$ cat src/rtl/pfd_cp_pkg.sv
package pfd_cp_pkg;

  typedef enum logic [2:0] {
    TM_NORMAL  = 3'b000,
    TM_FLOAT   = 3'b001,
    TM_SINK    = 3'b010,
    TM_SOURCE  = 3'b011,
    TM_REF_PIN = 3'b100,
    TM_LOC_PIN = 3'b101,
    TM_FLOAT6  = 3'b110,
    TM_FLOAT7  = 3'b111
  } tmode_e;

  // phase control allowed for this code and current setting
  function automatic logic phase_ctl(input tmode_e m, input logic cs);
    return ((m == TM_NORMAL) && cs) || (m == TM_LOC_PIN);
  endfunction

endpackage

$ cat src/rtl/pfd_core.sv
module pfd_core #(
  parameter int LOCK_TOL = 3
) (
  input  logic clk,
  input  logic rst,
  input  logic ref_p,
  input  logic loc_p,
  output logic src_q,
  output logic snk_q,
  output logic cmp_ok,
  output logic cmp_bad
);
  localparam int CW = $clog2(LOCK_TOL + 1);
  localparam int WW = $clog2(LOCK_TOL + 2);

  logic          src_set, snk_set, done, active;
  logic [CW-1:0] cnt;
  logic [WW-1:0] width_now;

  assign src_set = src_q | loc_p;
  assign snk_set = snk_q | ref_p;
  assign done    = src_set & snk_set;
  assign active  = src_q | snk_q;

  always_ff @(posedge clk) begin
    if (rst || done) begin
      src_q <= 1'b0;
      snk_q <= 1'b0;
    end else begin
      src_q <= src_set;
      snk_q <= snk_set;
    end
  end

  // width of the running error pulse, saturating at the tolerance
  always_ff @(posedge clk) begin
    if (rst || done)
      cnt <= '0;
    else if (active && (cnt != CW'(LOCK_TOL)))
      cnt <= cnt + 1'b1;
  end

  assign width_now = WW'(cnt) + WW'(active);
  assign cmp_bad   = (width_now >= WW'(LOCK_TOL));
  assign cmp_ok    = done & ~cmp_bad;

endmodule

$ cat src/rtl/pfd_lock_det.sv
module pfd_lock_det #(
  parameter int LOCK_CNT = 4
) (
  input  logic clk,
  input  logic rst,
  input  logic cmp_ok,
  input  logic cmp_bad,
  output logic lock_q
);
  localparam int GW = $clog2(LOCK_CNT + 1);

  logic [GW-1:0] good;
  logic [GW-1:0] good_inc;

  assign good_inc = (good == GW'(LOCK_CNT)) ? good : good + 1'b1;

  always_ff @(posedge clk) begin
    if (rst) begin
      good   <= '0;
      lock_q <= 1'b0;
    end else if (cmp_bad) begin
      good   <= '0;
      lock_q <= 1'b0;
    end else if (cmp_ok) begin
      good   <= good_inc;
      lock_q <= lock_q | (good_inc == GW'(LOCK_CNT));
    end
  end

endmodule

$ cat src/rtl/pfd_out_ctrl.sv
module pfd_out_ctrl
  import pfd_cp_pkg::*;
(
  input  logic       clk,
  input  logic       rst,
  input  logic [2:0] tmode,
  input  logic       cur_sel,
  input  logic       src_q,
  input  logic       snk_q,
  input  logic       lock_q,
  input  logic       ref_p,
  input  logic       loc_p,
  output logic       pump_src,
  output logic       pump_snk,
  output logic       pump_hiz,
  output logic       cur_hi,
  output logic       auto_flag,
  output logic       test_out
);
  tmode_e m;
  logic   pc, src_n, snk_n, test_n, auto_act;

  assign m        = tmode_e'(tmode);
  assign pc       = phase_ctl(m, cur_sel);
  assign src_n    = pc ? src_q : (m == TM_SOURCE);
  assign snk_n    = pc ? snk_q : (m == TM_SINK);
  assign auto_act = lock_q & cur_sel;

  always_comb begin
    case (m)
      TM_REF_PIN: test_n = ref_p;
      TM_LOC_PIN: test_n = loc_p;
      default:    test_n = 1'b0;
    endcase
  end

  always_ff @(posedge clk) begin
    if (rst) begin
      pump_src  <= 1'b0;
      pump_snk  <= 1'b0;
      pump_hiz  <= 1'b1;
      cur_hi    <= 1'b0;
      auto_flag <= 1'b1;
      test_out  <= 1'b0;
    end else begin
      pump_src  <= src_n;
      pump_snk  <= snk_n;
      pump_hiz  <= ~(src_n | snk_n);
      cur_hi    <= cur_sel & ~auto_act;
      auto_flag <= ~auto_act;
      test_out  <= test_n;
    end
  end

endmodule

$ cat src/rtl/pfd_cp_ctrl.sv
module pfd_cp_ctrl #(
  parameter int LOCK_TOL = 3,
  parameter int LOCK_CNT = 4
) (
  input  logic       clk,
  input  logic       rst,
  input  logic       ref_pulse,
  input  logic       loc_pulse,
  input  logic       cur_sel,
  input  logic [2:0] tmode,
  output logic       pump_src,
  output logic       pump_snk,
  output logic       pump_hiz,
  output logic       cur_hi,
  output logic       lock_flag,
  output logic       auto_flag,
  output logic       test_out
);
  logic src_q, snk_q, cmp_ok, cmp_bad, lock_q;

  pfd_core #(.LOCK_TOL(LOCK_TOL)) u_core (
    .clk(clk), .rst(rst), .ref_p(ref_pulse), .loc_p(loc_pulse),
    .src_q(src_q), .snk_q(snk_q), .cmp_ok(cmp_ok), .cmp_bad(cmp_bad)
  );

  pfd_lock_det #(.LOCK_CNT(LOCK_CNT)) u_lock (
    .clk(clk), .rst(rst), .cmp_ok(cmp_ok), .cmp_bad(cmp_bad), .lock_q(lock_q)
  );

  pfd_out_ctrl u_out (
    .clk(clk), .rst(rst), .tmode(tmode), .cur_sel(cur_sel),
    .src_q(src_q), .snk_q(snk_q), .lock_q(lock_q),
    .ref_p(ref_pulse), .loc_p(loc_pulse),
    .pump_src(pump_src), .pump_snk(pump_snk), .pump_hiz(pump_hiz),
    .cur_hi(cur_hi), .auto_flag(auto_flag), .test_out(test_out)
  );

  assign lock_flag = lock_q;

endmodule

$ cat config.mk
export PLATFORM = sky130hd
export DESIGN_NAME = pfd_cp_ctrl
export DESIGN_NICKNAME = d
export VERILOG_FILES = /design/src/rtl/pfd_cp_pkg.sv /design/src/rtl/pfd_core.sv /design/src/rtl/pfd_lock_det.sv /design/src/rtl/pfd_out_ctrl.sv /design/src/rtl/pfd_cp_ctrl.sv
export SDC_FILE = /design/constraint.sdc
export NUM_CORES = 1
export LEC_CHECK = 0
export CAP_MARGIN = 25
export CORE_MARGIN = 3
export CORE_UTILIZATION = 51
export DETAILED_ROUTE_END_ITERATION = 10
export MAX_ROUTING_LAYER = met4
export PLACE_DENSITY = 0.8
export SLEW_MARGIN = 10
export SYNTH_ARGS = -nofsm -noshare
export SYNTH_HDL_FRONTEND = slang
export SYNTH_SLANG_ARGS = --single-unit
$ cat constraint.sdc
create_clock -name clk -period 4.84 [get_ports clk]
set_clock_uncertainty 0.2 [all_clocks]
set_input_delay 0.968 -clock clk [delete_from_list [all_inputs] [get_ports clk]]
set_output_delay 0.968 -clock clk [all_outputs]
set_load 0.05 [all_outputs]
# Yosys cells after proc, flatten, opt, wreduce, memory -nomap -nowiden
# Index checks and enable logic that the tools add are counted.
# Widths: inputs -> output; s select.
# word_totals
elab_cells	44
ff_bits	14
# op_classes
n_addsub	3
n_eq_ne	7
magnitude_cmp	1
n_mux	4
bitwise_logic	12
n_reduce_logical	6
# op_table
op	count
$eq 3x3->1 const B	4
$eq 3x2->1 const B	2
$or 1x1->1	5
$and 1x1->1	4
$add 2x1->3	1
$add 3x1->3 const B	1
$ge 3x2->1 const B	1
$logic_not 3->1	1
$mux 3	1
$not 1->1	3
$add 2x1->2 const B	1
$logic_and 1x1->1	2
$logic_or 1x1->1	2
$mux 1	2
$ne 2x2->1 const B	1
$pmux 1 s2	1
$reduce_or 2->1	1

# Logic depth before layout (Yosys ltp)
# logic_depth
ltp_word	6
depth_mapped	6
ltp_nobuf	6

# Modules after synthesis
# A second synthesis with hierarchy kept.
# hier_totals
cells_unflattened	67
hier_area_um2	665.6
# by_module_without_submodules
mod	instances	cells_per_inst	area_per_inst_um2	seq_area_each_um2
pfd_lock_det	1	23	225.2	80.1
pfd_out_ctrl	1	21	222.7	120.1
pfd_core	1	23	217.7	80.1

# Worst setup path before layout
# OpenSTA, ideal clock, no wires.
# synth_path
path_type	input -> register
from	in ref_pulse
to	reg u_lock.lock_q
stages	3
arrival_time_ns	1.768
path_buffers	0
required_ns	4.557
path_slack_ns	2.789
setup_ns	0.083
cell_sequence	o22ai_2 > or4_4 > o31ai_4
# synth_via
elab_chain_len	3
# synth_lines
element	line	source
start: declaration	pfd_cp_ctrl.sv:7	input logic ref_pulse,
$or 1x1->1	pfd_core.sv:21	assign snk_set = snk_q | ref_p;
$and 1x1->1	pfd_core.sv:22	assign done = src_set & snk_set;
$and 1x1->1	pfd_core.sv:45	assign cmp_ok = done & ~cmp_bad;
end signal: assignment	pfd_lock_det.sv:26	lock_q <= lock_q | (good_inc == GW'(LOCK_CNT));
end: declaration	pfd_lock_det.sv:8	output logic lock_q
# No other way between the ends.
# A chain may end at the register's enable or synchronous reset.

# Worst setup path in the final report
# layout_path
from	reg u_lock.lock_q
to	out lock_flag
# layout_lines
element	line	source
end: declaration	pfd_cp_ctrl.sv:15	output logic lock_flag,
# No word-level cell between the ends.

==> flow_summary_export.csv <==
group,metric,value,unit
outcome,run_status,"complete, no violations",
sta,slew_headroom,66.87,%
finish,drive_gt1_share,8.046,%
clock_tree,numCtsBuffers,3,
synth,synth-xor-area-share,2.555,%
clock_tree,post_cts_buffers,0,
finish,n_fill_cell,106,
power_and_ir_drop,max-vdd-ir-drop,200.5,µV
floorplanning,initial_core_util,57.81,%
detailed_routing,firstDrtPassIters,2,
critical_path,worst-endpoint-required,3.67,ns
floorplanning,dieHeight,42.67,µm
power_and_ir_drop,power.leakage,0.3631,nW
synth,synth_area,685.7,µm²
critical_path,r2r-end,"u_lock.lock_q$_SDFFE_PP0P_",
grt,grt_max_degree,10,
synth,synthSimpleGateAreaFrac,26.09,%
critical_path,crit_cells,1,
placed_design,pre_cts_ws,2.193,ns
finish,largest_reg_flops,3,
detailed_routing,drc,0,
detailed_routing,drt_iter0_markers,4,
critical_path,slowest_delay,0.82,ns
synth,synth.area.top_cells,"dfxtp_1 41%, ha_1 11%, nor2_1 6.0%",
detailed_routing,wl,1.314,mm
sta,fin_crit_sh,54.50,%
power_and_ir_drop,switchingPower,0.06541,mW
min_path,hp-class,"flop to flop",
critical_path,setup.worst_path.class,"flop to output pin",
finish,top_register,"u_lock.good",
power_and_ir_drop,clock_power_share,26.8,%
placed_design,dp_hpwl,1.069,mm
floorplanning,fp-row-count,12,
synth,synth_top_area_share,40.88,%
critical_path,critical_path.cell_chain,"clkdlybuf4s50_1",
clock_tree,cts_tree,"yes",
min_path,worstHoldStart,"u_lock.lock_q$_SDFFE_PP0P_",
synth,netlist.top_cell.by_area,"dfxtp_1",
synth,ys_seq_elements,14,
grt,grt_pass1_vias,587,
finish,final_util,72.68,%
grt,gr-total-overflow,0,
clock_tree,htree_levels,1,
sta,grt_setup_unrepaired,"no",
detailed_routing,ant_nets,0,
run,maxCapViolCount,0,
critical_path,cp_top_family,"buffers and inverters",
critical_path,regToRegStartpoint,"u_core.snk_q$_SDFF_PP0_",
power_and_ir_drop,power,0.2364,mW
critical_path,crit_path_end,"lock_flag",
grt,grt_use_total,17.01,%
clock_tree,hold_buffers,0,
clock_tree,clkTransAtPathRegs,0.08,ns
floorplanning,core-area,1186,µm²
synth,syn_avg_cell_area,9.657,µm²
sta,fmax,0.3791,GHz
placed_design,place.gp.congestion,0.6975,
detailed_routing,wl_per_cell,13.01,µm
critical_path,cp-start-kind,"flop",
sta,setup_viol,0,
critical_path,worst_path_max_delay_cell,"clkdlybuf4s50_1",
critical_path,crit_buf_inv,1,
clock_tree,cts.sinks,14,
sta,worst_slack,2.202,ns
sta,finalCriticalPeriod,2.638,ns
power_and_ir_drop,power_switching_share,27.67,%
synth,synth_warnings,0,
finish,reg.largest.list,"u_lock.good: 3 flops, u_core.cnt: 2 flops",
clock_tree,worstSkewPairLatency,0.27,ns
detailed_routing,vias,558,
grt,antenna_found_initial,0,
power_and_ir_drop,intPower,0.1710,mW
sta,slew_violations,0,
clock_tree,cts_resized,0,
sta,tns,0,ns
synth,synth.net_count,85,
finish,multi_input_area,390.4,µm²
sta,worst_pin_slew,0.4954,ns
grt,grt_pass1_wl,2.332,mm
synth,synth_compound_area_share,12.96,%
power_and_ir_drop,p_per_area,274.2,nW/µm²
min_path,holdPathStages,1,
synth,netlist_instances,71,
synth,synth-adder-area-share,10.95,%
critical_path,regToRegSetupSlack,2.89,ns
critical_path,startpoint,"u_lock.lock_q$_SDFFE_PP0P_",
finish,ff_latch_area,280.3,µm²
critical_path,end_kind,"output pin",
clock_tree,cts.path.max_buffers,2,
finish,finalNetCount,103,
floorplanning,io_pins,15,
synth,synth_top_family_by_area,"simple AND/OR/NAND/NOR gates",
clock_tree,cts_root_buffer,"clkbuf_4",
power_and_ir_drop,seq_power_share,53.6,%
floorplanning,die_w,42.67,µm
finish,diodes,0,
placed_design,port_buffers,14,
critical_path,rr_worst_depth,6,
floorplanning,dieArea,1820,µm²
finish,area_growth,25.73,%
detailed_routing,vias_per_cell,5.525,
synth,synthMuxAreaShare,4.380,%
critical_path,cp_max_fo,4,
power_and_ir_drop,pwr-share-comb,19.6,%
critical_path,crit_arrival,1.47,ns
synth,synth_cell_types,28,
synth,yosysSeqAreaShare,40.88,%
sta,hold_violations,0,
[power groups by stage]
stage / logic [mW] / clock network [mW] / registers (mW)
6_report: 0.0464 / 0.0634 / 0.127
5_1_grt: 0.0512 / 0.0697 / 0.128
4_1_cts: 0.0468 / 0.0652 / 0.127
3_5_place_dp: 0.0465 / 0 / 0.129
3_3_place_gp: 0.0445 / 0 / 0.129
2_1_floorplan: 0.0233 / 0 / 0.135
[layout by cell type (no fill, tap or decap), types with 2 or more instances in the layout]
master | Yosys | routed
clkdlybuf4s50_1 | 0 | 14
dfxtp_1 | 14 | 14
nor2_1 | 11 | 11
ha_1 | 6 | 6
nor3b_1 | 4 | 4
inv_1 | 3 | 3
nand2_1 | 3 | 3
mux2i_1 | 3 | 3
clkbuf_4 | 0 | 3
o21ai_0 | 2 | 2
nand3b_1 | 2 | 2
a21oi_1 | 2 | 2
nand2b_1 | 2 | 2
o21bai_1 | 2 | 2
nand3_1 | 2 | 2
[through the flow]
stage / cells / area (µm²) / hold WS [ns]
finish: 101 / 862.1 / 0.2543
CTS: 101 / 862.1 / 0.2567
global placement: 98 / 839.6 / 0.2310
floorplan: 71 / 685.7 / 0.2907
detailed placement: 98 / 839.6 / 0.2361
global route: 101 / 862.1 / 0.2900
[layer usage]
layer  share of wire (%)  wire length, µm  vias up  global-route usage (%)
met5                   0                0        -                       -
met4                 2.4               32        0                   9.317
met3                 5.0               66        5                   2.966
met2                  49              647       13                   29.34
met1                  43              568      258                   18.13
li1                    -                -      282                       -
[layout make-up]
| cell class | count | share of cell area (%) |
|---|---|---|
| clock buffers | 3 | 2.612 |
| inverters | 3 | 1.306 |
| multi-input cells | 53 | 45.28 |
| flip-flops and latches | 14 | 32.51 |
| well taps | 14 | 2.032 |
| repair buffers | 14 | 16.26 |
[cells in the mapped netlist, drive strengths merged]
cell type   n
dfxtp      14
nor2       11
ha          6
nor3b       4
inv         3
mux2i       3
nand2       3
a21oi       2
and2        2
nand2b      2
nand3       2
nand3b      2
o21ai       2
o21bai      2
and3b       1
clkbuf      1
nor3        1
nor4b       1
o211a       1
o22ai       1
o31ai       1
o32a        1
or2         1
or3         1
or4         1
xnor2       1
xor2        1
[cells by family (layout without fill, tap and decap cells)]
family	Yosys count	after routing
simple gates	32	32
flops	14	14
compound gates	10	10
fa+ha+maj	6	6
buf+inv	4	20
mux	3	3
xor+xnor	2	2
[worst min path at each step]
stage	endpoint	slack [ns]
2_1_floorplan	u_lock.good[1]$_SDFFE_PP0P_	0.29
3_3_place_gp	u_out.auto_flag$_SDFF_PP1_	0.23
3_5_place_dp	u_out.auto_flag$_SDFF_PP1_	0.24
4_1_cts	u_out.auto_flag$_SDFF_PP1_	0.26
5_1_grt	u_out.auto_flag$_SDFF_PP1_	0.29
6_report	u_out.auto_flag$_SDFF_PP1_	0.25
No activity file was read; power rests on OpenSTA's default activity.
